===== src/rtl/comma_align_pkg.sv =====
package comma_align_pkg;

    localparam int SYM_W = 10;
    localparam int WIN_W = 2 * SYM_W;
    localparam int OFF_W = $clog2(SYM_W);

    typedef logic [SYM_W-1:0] sym_t;
    typedef logic [OFF_W-1:0] off_t;
    typedef logic [WIN_W-1:0] win_t;

    // K28.5 forms, first line bit in bit 9
    localparam sym_t K285_RDN = 10'b0011111010;
    localparam sym_t K285_RDP = 10'b1100000101;

    typedef enum logic [1:0] {
        MODE_EITHER = 2'b00,
        MODE_PLUS   = 2'b01,
        MODE_MINUS  = 2'b10,
        MODE_PAIRED = 2'b11
    } match_mode_e;

    // bit k of each vector refers to window phase k
    typedef struct packed {
        sym_t pos;
        sym_t neg;
    } hit_set_t;

    function automatic sym_t accept_hits(match_mode_e m, hit_set_t cur, hit_set_t prev);
        sym_t r;
        unique case (m)
            MODE_PLUS:   r = cur.pos;
            MODE_MINUS:  r = cur.neg;
            MODE_PAIRED: r = (prev.neg & cur.pos) | (prev.pos & cur.neg);
            default:     r = cur.pos | cur.neg;
        endcase
        return r;
    endfunction

endpackage


===== src/rtl/ca_window_tap.sv =====
module ca_window_tap
    import comma_align_pkg::*;
(
    input  win_t                  window,
    output logic [SYM_W-1:0][SYM_W-1:0] taps
);
    // tap k is the 10-bit character starting k bits into the window
    for (genvar k = 0; k < SYM_W; k++) begin : g_tap
        assign taps[k] = window[WIN_W-1-k -: SYM_W];
    end
endmodule


===== src/rtl/ca_comma_match.sv =====
module ca_comma_match
    import comma_align_pkg::*;
(
    input  logic [SYM_W-1:0][SYM_W-1:0] taps,
    output hit_set_t                    hits
);
    for (genvar k = 0; k < SYM_W; k++) begin : g_cmp
        assign hits.pos[k] = (taps[k] == K285_RDP);
        assign hits.neg[k] = (taps[k] == K285_RDN);
    end
endmodule


===== src/rtl/ca_policy_select.sv =====
module ca_policy_select
    import comma_align_pkg::*;
(
    input  match_mode_e mode,
    input  hit_set_t    cur_hits,
    input  hit_set_t    prev_hits,
    output logic        any_hit,
    output off_t        sel_off
);
    sym_t valid;

    assign valid   = accept_hits(mode, cur_hits, prev_hits);
    assign any_hit = |valid;

    // lowest phase has priority: scan downward so it is written last
    always_comb begin
        sel_off = '0;
        for (int k = SYM_W - 1; k >= 0; k--) begin
            if (valid[k]) sel_off = OFF_W'(k);
        end
    end
endmodule


===== src/rtl/comma_aligner.sv =====
module comma_aligner
    import comma_align_pkg::*;
(
    input  logic       clk,
    input  logic       rst,
    input  logic [9:0] in_word,
    input  logic [1:0] mode,
    output logic [9:0] out_word,
    output logic       locked,
    output logic       realign,
    output logic       comma_seen
);
    sym_t        prev_word;
    hit_set_t    cur_hits;
    hit_set_t    prev_hits;
    match_mode_e mode_now;
    match_mode_e mode_q;
    off_t        off_q, off_d, sel_off;
    logic        lock_q, lock_d;
    logic        realign_q, realign_d;
    logic        comma_q, comma_d;
    logic        any_hit;
    logic        mode_chg;
    sym_t        out_q, aligned;
    logic [SYM_W-1:0][SYM_W-1:0] taps;

    assign mode_now = match_mode_e'(mode);
    assign mode_chg = (mode_now != mode_q);

    ca_window_tap u_tap (
        .window ({prev_word, in_word}),
        .taps   (taps)
    );

    ca_comma_match u_match (
        .taps (taps),
        .hits (cur_hits)
    );

    ca_policy_select u_sel (
        .mode      (mode_q),
        .cur_hits  (cur_hits),
        .prev_hits (prev_hits),
        .any_hit   (any_hit),
        .sel_off   (sel_off)
    );

    always_comb begin
        off_d     = off_q;
        lock_d    = lock_q;
        realign_d = 1'b0;
        comma_d   = 1'b0;
        if (mode_chg) begin
            lock_d = 1'b0;
        end else if (any_hit) begin
            comma_d = 1'b1;
            if (!lock_q) begin
                off_d  = sel_off;
                lock_d = 1'b1;
            end else if (sel_off != off_q) begin
                off_d     = sel_off;
                realign_d = 1'b1;
            end
        end
    end

    always_comb begin
        aligned = '0;
        for (int k = 0; k < SYM_W; k++) begin
            if (off_d == OFF_W'(k)) aligned = taps[k];
        end
    end

    always_ff @(posedge clk) begin
        if (rst) begin
            prev_word <= '0;
            prev_hits <= '0;
            mode_q    <= mode_now;
            off_q     <= '0;
            lock_q    <= 1'b0;
            realign_q <= 1'b0;
            comma_q   <= 1'b0;
            out_q     <= '0;
        end else begin
            prev_word <= in_word;
            prev_hits <= cur_hits;
            mode_q    <= mode_now;
            off_q     <= off_d;
            lock_q    <= lock_d;
            realign_q <= realign_d;
            comma_q   <= comma_d;
            out_q     <= aligned;
        end
    end

    assign out_word   = out_q;
    assign locked     = lock_q;
    assign realign    = realign_q;
    assign comma_seen = comma_q;

endmodule


===== config.mk =====
export PLATFORM = sky130hd
export DESIGN_NAME = comma_aligner
export DESIGN_NICKNAME = d
export VERILOG_FILES = /design/src/rtl/comma_align_pkg.sv /design/src/rtl/ca_window_tap.sv /design/src/rtl/ca_comma_match.sv /design/src/rtl/ca_policy_select.sv /design/src/rtl/comma_aligner.sv
export SDC_FILE = /design/constraint.sdc
export NUM_CORES = 1
export LEC_CHECK = 0
export BUFFER_PORTS_ARGS = -buffer_cell sky130_fd_sc_hd__clkbuf_2
export CAP_MARGIN = 40
export CORE_MARGIN = 8
export CORE_UTILIZATION = 50
export CTS_CLUSTER_SIZE = 12
export DETAILED_ROUTE_END_ITERATION = 8
export PLACE_DENSITY_LB_ADDON = 0.08
export SYNTH_ARGS = -nofsm -noshare
export SYNTH_HDL_FRONTEND = slang
export SYNTH_HIERARCHICAL = 1
export SYNTH_SLANG_ARGS = --single-unit

===== constraint.sdc =====
create_clock -name clk -period 3.3 [get_ports clk]
set_clock_uncertainty 0.05 [all_clocks]
set_input_delay 0.33 -clock clk [delete_from_list [all_inputs] [get_ports clk]]
set_output_delay 0.33 -clock clk [all_outputs]
set_load 0.01 [all_outputs]

==> flow_metrics.py, run 1 <==
metrics = {
    "synthesis": {
        "synth_cell_types": 70,
        "synth_area_per_cell_sq_um": 8.61,
        "yosysWarnings": 6,
        "synth_top_area_frac": 0.216,
        "synth.area.top_cells": "dfxtp_1 (22%), buf_4 (17%), nor2b_1 (4.8%)",
        "seq_area_frac_synth": 0.216,
        "ys.flop_type": "dfxtp_1",
        "yosysTopAreaCell": "dfxtp_1",
        "synth_nets": 542,
        "synth-edff-count": 0,
        "syn-cell-area_sq_mm": 0.00455,
        "synth_cells": 528,
        "synth-seq-cells": 49,
        "async_reset_ff_frac": 0,
    },
    "drt": {
        "vias": 3847,
        "remaining_drc_errors": 0,
        "viasPerCell": 6.21,
        "drtPass1Iterations": 4,
        "postRouteAntennaNets": 0,
        "post_drt_wl_per_cell_microns": 19.9,
        "finalWirelength_microns": 12300,
        "drt_iter0_drc": 283,
    },
    "pwr": {
        "power-per-cell-area_mw_per_mm2": 272,
        "power_mw": 1.30,
        "power.leakage_nw": 1.87,
        "max-vdd-ir-drop_uv": 144,
    },
    "cts": {
        "root_buffer": "clkbuf_8",
        "ctsLongestPathBuffers": 2,
        "htreeDepth": 2,
        "cts-hold-fix-buffers": 0,
        "cts.sinks": 49,
        "clock_latency_ns": 0.31,
        "cts_tree": "built",
        "cts_buffers": 5,
        "clkTransAtPathRegs_ns": 0.09,
    },
    "floorplan": {
        "placementRows": 34,
        "die_height_microns": 111,
        "dieWidth_microns": 111,
        "dieArea_sq_mm": 0.0124,
        "initial_core_util": 0.519,
        "core_sq_mm": 0.00876,
        "ios": 27,
    },
    "global_route": {
        "grt_antenna_before_repair": 0,
        "grtUsageTotal": 0.194,
        "gr-usage-met2": 0.313,
        "gr-total-overflow": 0,
        "grt_pass1_vias": 3777,
        "grt_pass1_wl_microns": 20300,
        "grt.met3_usage": 0.0284,
        "busiest_layer": "met2",
        "use_met1": 0.255,
        "grt_max_degree": 30,
    },
    "finish": {
        "drive_gt1_frac": 0.352,
        "regArea_sq_mm": 0.00100,
        "stdcell_area_sq_mm": 0.00477,
        "fillers": 824,
        "finalNetCount": 524,
        "syn2layout_area_growth_pct": 4.84,
        "multi_input_area_sq_mm": 0.00275,
        "diodes": 0,
    },
    "sta": {
        "drv_slew": 0,
        "fmax_mhz": 324,
        "hold_ws_ns": 0.160,
        "final-setup-viol-count": 0,
        "min_period_ns": 3.09,
        "relSlewSlack": 0.545,
        "worstMarginPinSlew_ns": 0.681,
        "rsz0062_at_grt": "no",
        "finalHoldViolations": 0,
        "fin_crit_sh": 0.936,
        "tns_ns": 0,
    },
    "critical_path": {
        "crit_top_cell": "buf_4",
        "crit_fanout": 11,
        "arrival_ns": 3.29,
        "end_kind": "flip-flop",
        "crit_type": "flip-flop to flip-flop",
        "required_ns": 3.50,
        "path_buf_inv": 3,
        "crit_path_max_incr_delay_ns": 0.48,
        "critPathLaunchType": "flip-flop",
        "worst_path_dominant_cell_family": "simple AND/OR/NAND/NOR gates",
        "crit_chain": "buf_4 > a21bo_2 > a22oi_1 > nand4_1 > buf_4 > nor3_2 > or3b_1 > or3_1 > a21oi_2 > buf_4 > a22oi_1 > nand3_1",
        "critPathSlowestCell": "or3b_1",
    },
    "run": {
        "drv_cap": 0,
    },
    "worst_hold_path": {
        "hold_path_class": "input pin to flip-flop",
    },
    "placement": {
        "dpl_cell_area_sq_mm": 0.00449,
        "io_buffer_count": 26,
        "dp_hpwl_microns": 9180,
        "routabilityCongestion": 0.948,
    },
    "outcome": {
        "outcome": "completed",
    },
}
-- final cells by class --
cell class | count | share of cell area
clock buffers | 6 | 0.0173
clock inverters | 2 | 0.00788
inverters | 6 | 0.00473
multi-input cells | 347 | 0.578
flip-flops and latches | 49 | 0.211
well taps | 108 | 0.0284
repair buffers | 101 | 0.153
-- power breakdown --
part	switching [mW]	internal (mW)
combinational	0.118	0.0902
clock	0.215	0.247
sequential	0.0229	0.604
-- per-layer routing --
layer,vias up,share of wire
met5,-,0
met4,0,0.018
met3,21,0.049
met2,128,0.47
met1,1844,0.46
li1,1854,-
-- cells in the final DEF (no fill, tap or decap), drive strengths merged, types with 9 or more instances in the layout --
master / netlist / routed
buf: 114 / 75
dfxtp: 49 / 49
nor2b: 35 / 35
clkbuf: 12 / 32
o21ai: 23 / 23
nor4: 23 / 23
a21oi: 22 / 22
nand3: 20 / 20
a21bo: 18 / 18
a22oi: 18 / 18
nor2: 17 / 17
o211ai: 17 / 17
a221o: 16 / 16
nand4: 14 / 14
nand2: 11 / 11
nand4bb: 11 / 11
nor3: 11 / 11
mux2i: 10 / 10
o21a: 9 / 9
-- flip-flops by register name (all words and copies together), names as in the netlist --
signal	count
mode_q	2
out_word	10
off_q	4
realign	1
prev_hits	20
prev_word	10
comma_seen	1
locked	1
-- what timing repair did --
item                                    4_1_cts  5_1_grt
buffers inserted                              0        2
pin swaps                                     0        2
resized for setup                             3       30
endpoints found under the setup margin        5       10
-- path summary, 6_finish.rpt --
path	from	endpoint	slack, ns	depth (start not counted)
hold reg to reg	locked	realign	0.47	1
setup reg to reg	mode_q[1]	out_word[5]	0.21	12
setup / recovery	mode_q[1]	out_word[5]	0.21	12
hold / removal	mode[1]	mode_q[1]	0.16	1
-- logic make-up after synthesis --
family | count (synthesis) | share of synthesized area
AOI/OAI and AO/OA | 149 | 0.272
xor gates and xnor gates | 8 | 0.0220
buffers and inverters | 132 | 0.203
DFF | 49 | 0.216
muxes | 12 | 0.0286
and+or+nand+nor | 178 | 0.259
-- synth_stat cells (3+ instances only) --
master and n:
or3b_1 3, mux2i_1 9, o211ai_2 8, a21bo_1 3, clkbuf_1 12, nand2_1 11, nand4_1 13, buf_2 9
a221o_1 16, buf_6 3, nor4_1 20, nand2b_1 6, a21oi_1 21, o21ai_0 20, a22oi_4 3, nor4bb_1 8
o21ai_1 3, and4_1 8, inv_1 6, nand3_1 20, a22oi_1 13, o21a_1 9, nor4_2 3, nor2_1 16
nor3_1 9, o211ai_1 9, xnor2_1 4, buf_4 100, a21bo_2 14, a31oi_1 4, nor2b_1 35, nand4bb_1 11
dfxtp_1 49
-- metrics by stage --
step / worst slack (ns) / cells / util
2_1_floorplan: 0.223 / 528 / -
3_3_place_gp: -0.105 / 609 / 0.512
3_5_place_dp: -0.0666 / 609 / 0.512
4_1_cts: 0.00337 / 617 / 0.528
5_1_grt: 0.0105 / 619 / 0.544
6_report: 0.210 / 619 / 0.544
Note: power is estimated with default switching activity, not from simulation.
==> inputs of run 2 (changes only) <==
--- a/config.mk
+++ b/config.mk
@@ -12,6 +12,7 @@
 export CTS_CLUSTER_SIZE = 12
 export DETAILED_ROUTE_END_ITERATION = 8
 export PLACE_DENSITY_LB_ADDON = 0.08
+export REMOVE_ABC_BUFFERS = 1
 export SYNTH_ARGS = -nofsm -noshare
 export SYNTH_HDL_FRONTEND = slang
 export SYNTH_HIERARCHICAL = 1
==> constraint.sdc (replaced) <==
create_clock -name clk -period 3.3 [get_ports clk]
set_clock_uncertainty 0.05 [all_clocks]
set_input_delay 0.165 -clock clk [delete_from_list [all_inputs] [get_ports clk]]
set_output_delay 0.165 -clock clk [all_outputs]
set_load 0.01 [all_outputs]
==> flow_metrics.py, run 2 (synthesis results as in run 1) <==
metrics = {
    "floorplan": {
        "die_height_microns": 111,
        "initial_core_util": 0.519,
        "ios": 27,
        "dieWidth_microns": 111,
        "placementRows": 34,
        "dieArea_sq_mm": 0.0124,
        "core_sq_mm": 0.00876,
    },
    "sta": {
        "hold_ws_ns": 0.0646,
        "finalHoldViolations": 0,
        "fin_crit_sh": 0.964,
        "drv_slew": 0,
        "relSlewSlack": 0.534,
        "final-setup-viol-count": 0,
        "worstMarginPinSlew_ns": 0.698,
        "min_period_ns": 3.18,
        "fmax_mhz": 314,
    },
    "global_route": {
        "grt_max_degree": 27,
        "grtUsageTotal": 0.180,
        "grt_antenna_before_repair": 0,
        "gr-total-overflow": 0,
        "grt_pass1_wl_microns": 19000,
        "grt_pass1_vias": 3634,
    },
    "drt": {
        "drt_iter0_drc": 247,
        "post_drt_wl_per_cell_microns": 19.4,
        "finalWirelength_microns": 11700,
        "viasPerCell": 6.33,
        "drtPass1Iterations": 5,
        "postRouteAntennaNets": 0,
        "remaining_drc_errors": 0,
        "vias": 3811,
    },
    "pwr": {
        "p_sw_mw": 0.352,
        "clkPwrFrac": 0.361,
        "pwr-share-comb": 0.153,
        "switching_share": 0.273,
        "p_int_mw": 0.935,
        "max-vdd-ir-drop_uv": 162,
        "seq_power_share": 0.487,
        "power.leakage_nw": 1.76,
        "power-per-cell-area_mw_per_mm2": 282,
    },
    "critical_path": {
        "crit_type": "flip-flop to flip-flop",
        "critPathLaunchType": "flip-flop",
        "worst_r2r_path_depth": 13,
        "required_ns": 3.45,
        "arrival_ns": 3.33,
        "crit_fanout": 15,
        "end_kind": "flip-flop",
    },
    "cts": {
        "clkTransAtPathRegs_ns": 0.10,
        "root_buffer": "clkbuf_8",
        "cts.sinks": 49,
        "cts_buffers": 5,
        "cts_tree": "built",
        "clock_latency_ns": 0.31,
        "htreeDepth": 2,
        "ctsLongestPathBuffers": 2,
    },
    "outcome": {
        "outcome": "completed",
    },
    "run": {
        "drv_cap": 0,
    },
    "finish": {
        "drive_gt1_frac": 0.312,
        "fin_cells": 602,
        "largest_register_ffs": 20,
        "fillers": 820,
        "top_register": "prev_hits",
        "layout_commonest_cell": "buf_4",
        "finalNetCount": 507,
        "diodes": 0,
        "syn2layout_area_growth_pct": 0.413,
        "final_core_util": 0.521,
        "final_cell_mix": "buf_4 (55), dfxtp_1 (42), nor2b_1 (35)",
    },
    "placement": {
        "dp_hpwl_microns": 8540,
        "numPlacedInstances": 591,
        "routabilityCongestion": 0.843,
        "io_buffer_count": 26,
    },
    "worst_hold_path": {
        "whs_path_depth": 2,
        "hold_path_class": "input pin to flip-flop",
    },
}
run 2: cell count changes in the layout (fill, tap and decap cells not counted), sizes merged:
cell,previous run,this run
dlygate4sd3,0,2
clkinvlp,1,0
clkbuf,32,33
buf,75,56
run 2: worst paths after layout:
kind                       end  slack (ns)          from
setup / recovery   out_word[4]        0.12  prev_word[2]
hold / removal    prev_word[0]        0.06    in_word[0]
setup reg to reg   out_word[4]        0.12  prev_word[2]
hold reg to reg        realign        0.45        locked
run 2: power groups by stage:
stage / clock, mW / sequential (mW) / combinational (mW)
final: 0.464 / 0.626 / 0.196
after global routing: 0.500 / 0.629 / 0.211
after CTS: 0.478 / 0.625 / 0.191
after detailed placement: 0 / 0.638 / 0.188
after global placement: 0 / 0.638 / 0.187
after floorplan: 0 / 0.647 / 0.0779
run 2: metrics by stage:
stage,area (sq um),power (mW),setup slack (ns),TNS (ns)
after floorplan,3650,0.725,-0.844,-7.52
after global routing,4560,1.34,-0.0141,-0.0259
after CTS,4480,1.29,0.0202,0
final,4560,1.29,0.120,0
after detailed placement,4340,0.827,-0.0220,-0.111
after global placement,4340,0.826,-0.00304,-0.00602
run 2: layer usage:
| metal | vias to the layer above | routed length, microns | share of wire | global-route usage |
|---|---|---|---|---|
| met5 | - | 0 | 0 | 0 |
| met2 | 97 | 5640 | 0.48 | 0.306 |
| met1 | 1882 | 5360 | 0.46 | 0.225 |
| li1 | 1817 | - | - | - |
| met3 | 15 | 534 | 0.046 | 0.0301 |
| met4 | 0 | 142 | 0.012 | 0.0604 |
run 2: layout make-up:
| class | instances | area (sq um) | area share |
|---|---|---|---|
| inverter | 6 | 22.5 | 0.00493 |
| timing repair buffer | 84 | 583 | 0.128 |
| sequential | 49 | 992 | 0.217 |
| clock buffer | 7 | 86.3 | 0.0189 |
| clock inverter | 1 | 30.0 | 0.00658 |
| multi-input combinational | 347 | 2720 | 0.595 |
| tap | 108 | 135 | 0.0296 |
run 2: timing repair:
action | 4_1_cts | 5_1_grt
setup endpoints to repair | 9 | 10
hold endpoints to repair | 2 | 0
hold buffers | 2 | 0
setup buffers | 0 | 1
pin swaps | 0 | 3
resized for setup | 2 | 19
run 2: critical path: stages, from the launching register on:
cell and delay (ns):
dfxtp_2 0.52, nand4_1 0.12, nor4_1 0.38, buf_4 0.19
a22oi_1 0.11, nand4_1 0.24, nor2_1 0.06, nand2_1 0.11
nand3_1 0.08, buf_4 0.19, mux2_4 0.36, a221o_1 0.37
o211ai_2 0.18, nand3_1 0.10
==> inputs of run 3 (changes only) <==
--- a/config.mk
+++ b/config.mk
@@ -8,7 +8,7 @@
 export BUFFER_PORTS_ARGS = -buffer_cell sky130_fd_sc_hd__clkbuf_2
 export CAP_MARGIN = 40
 export CORE_MARGIN = 8
-export CORE_UTILIZATION = 50
+export CORE_UTILIZATION = 36
 export CTS_CLUSTER_SIZE = 12
 export DETAILED_ROUTE_END_ITERATION = 8
 export PLACE_DENSITY_LB_ADDON = 0.08
==> constraint.sdc (replaced) <==
create_clock -name clk -period 3.3 [get_ports clk]
set_clock_uncertainty 0.05 [all_clocks]
set_input_delay 0.33 -clock clk [delete_from_list [all_inputs] [get_ports clk]]
set_output_delay 0.33 -clock clk [all_outputs]
set_load 0.01 [all_outputs]
==> flow_metrics.py, run 3 (synthesis results as in run 1) <==
metrics = {
    "cts": {
        "clock_latency_ns": 0.30,
        "cts_tree": "built",
        "htreeDepth": 2,
        "clkTransAtPathRegs_ns": 0.07,
        "cts_buffers": 5,
        "root_buffer": "clkbuf_16",
        "cts.sinks": 49,
        "ctsLongestPathBuffers": 2,
    },
    "finish": {
        "finalNetCount": 531,
        "final_cell_mix": "buf_4 (75), dfxtp_1 (43), nor2b_1 (34)",
        "stdcell_area_sq_mm": 0.00492,
        "largest_register_ffs": 20,
        "drive_gt1_frac": 0.353,
        "diodes": 0,
        "final_core_util": 0.394,
        "layout_commonest_cell": "buf_4",
        "syn2layout_area_growth_pct": 8.18,
        "top_register": "prev_hits",
        "fillers": 1280,
    },
    "critical_path": {
        "crit_top_cell": "buf_4",
        "r2r_end": "out_word[5]",
        "critPathSlowestCell": "or4b_4",
        "critPathLaunchType": "flip-flop",
        "r2r_slack_ns": 0.14,
        "crit_fanout": 11,
        "end_kind": "flip-flop",
        "worst_path_dominant_cell_family": "simple AND/OR/NAND/NOR gates",
        "crit_type": "flip-flop to flip-flop",
        "path_buf_inv": 4,
        "timing.rr.start": "prev_word[2]",
        "crit_path_max_incr_delay_ns": 0.50,
        "worst_r2r_path_depth": 14,
        "crit_chain": "buf_4 > or4b_4 > nor3_4 > a22oi_2 > nand4_1 > buf_4 > nor2b_1 > or3b_1 > buf_4 > o31ai_4 > buf_6 > a221o_1 > o211ai_2 > nand3_1",
        "required_ns": 3.49,
        "arrival_ns": 3.34,
    },
    "pwr": {
        "p_sw_mw": 0.372,
        "p_int_mw": 0.974,
        "pwr-share-comb": 0.155,
        "switching_share": 0.277,
        "power_mw": 1.35,
        "seq_power_share": 0.462,
        "power.leakage_nw": 1.93,
        "clkPwrFrac": 0.383,
        "power-per-cell-area_mw_per_mm2": 274,
        "max-vdd-ir-drop_uv": 161,
    },
    "drt": {
        "post_drt_wl_per_cell_microns": 18.7,
        "drtPass1Iterations": 4,
        "finalWirelength_microns": 12900,
        "viasPerCell": 5.55,
        "vias": 3832,
        "remaining_drc_errors": 0,
        "drt_iter0_drc": 274,
        "postRouteAntennaNets": 0,
    },
    "worst_hold_path": {
        "whs_path_depth": 1,
        "hold-path-endpoint": "mode_q[1]",
        "min_from": "mode[1]",
        "hold_path_class": "input pin to flip-flop",
    },
    "global_route": {
        "grt_antenna_before_repair": 0,
        "grt_pass1_wl_microns": 20500,
        "grtUsageTotal": 0.159,
        "grt_max_degree": 34,
        "gr-total-overflow": 0,
        "grt_pass1_vias": 3752,
    },
    "floorplan": {
        "core_sq_mm": 0.0125,
        "initial_core_util": 0.365,
        "dieWidth_microns": 128,
        "dieArea_sq_mm": 0.0165,
        "ios": 27,
        "placementRows": 41,
        "die_height_microns": 128,
    },
    "sta": {
        "fin_ws_ns": 0.145,
        "fmax_mhz": 317,
        "finalHoldViolations": 0,
        "tns_ns": 0,
        "final-setup-viol-count": 0,
        "worstMarginPinSlew_ns": 0.696,
        "fin_crit_sh": 0.956,
        "drv_slew": 0,
        "min_period_ns": 3.16,
        "relSlewSlack": 0.535,
    },
    "placement": {
        "io_buffer_count": 26,
        "dp_hpwl_microns": 9530,
        "routabilityCongestion": 0.820,
        "dpl_cell_area_sq_mm": 0.00465,
        "pre_cts_slack_ns": -0.136,
    },
    "outcome": {
        "outcome": "completed",
    },
    "run": {
        "drv_cap": 0,
    },
}
[run 3: changes by cell type in the layout (fill, tap and decap cells not counted), sizes merged]
cell,change
buf,+26
dlygate4sd3,-2
bufinv,-1
clkinvlp,+1
[run 3: timing repair]
action | CTS | global route
pin swaps | 0 | 7
hold buffers | 0 | 0
setup buffers | 0 | 5
gates cloned | 0 | 0
gates resized for setup | 3 | 23
endpoints found under the setup margin | 10 | 10
[run 3: worst max-delay path by stage]
stage                       startpoint           to  slack, ns  cells after the start
after floorplan           prev_word[0]  out_word[8]      -0.84                     11
after global placement    prev_word[0]  out_word[5]      -0.06                     12
after detailed placement  prev_word[0]  out_word[9]      -0.14                     12
after CTS                 prev_word[1]  out_word[9]       0.01                     13
after global routing      prev_word[0]  out_word[3]      -0.03                     15
final                     prev_word[2]  out_word[5]       0.14                     14
[run 3: power groups by stage]
stage               clock [mW]  sequential [mW]  combinational, mW
finish                   0.515            0.622              0.209
CTS                      0.546            0.623              0.202
floorplan                    0            0.647             0.0779
global placement             0            0.636              0.201
detailed placement           0            0.636              0.202
global route             0.560            0.625              0.225
[run 3: metrics by stage]
step | cells | hold WS, ns
floorplan | 402 | 0.308
finish | 690 | 0.174
global placement | 677 | 0.449
detailed placement | 677 | 0.464
CTS | 685 | 0.169
global route | 690 | 0.174
[run 3: final cells by class]
cell class,count,area [sq um],share of cell area
clock buffers,7,133,0.0270
clock inverters,1,7.51,0.00153
inverters,6,22.5,0.00458
well taps,172,215,0.0438
flip-flops and latches,49,996,0.203
repair buffers,108,825,0.168
multi-input cells,347,2720,0.553
[run 3: worst reg2reg max path, stage by stage, from the launching register on]
cell and delay (ns):
dfxtp_4 0.39, buf_4 0.17, or4b_4 0.50, nor3_4 0.23
a22oi_2 0.12, nand4_1 0.11, buf_4 0.13, nor2b_1 0.06
or3b_1 0.40, buf_4 0.16, o31ai_4 0.27, buf_6 0.17
a221o_1 0.16, o211ai_2 0.10, nand3_1 0.09
[run 3: metal layers]
layer	up-vias	wire length [microns]	global-route usage
met5	-	0	0
met4	0	219	0.0545
met3	12	537	0.0290
met2	86	6300	0.267
met1	1866	5820	0.199
li1	1868	-	-
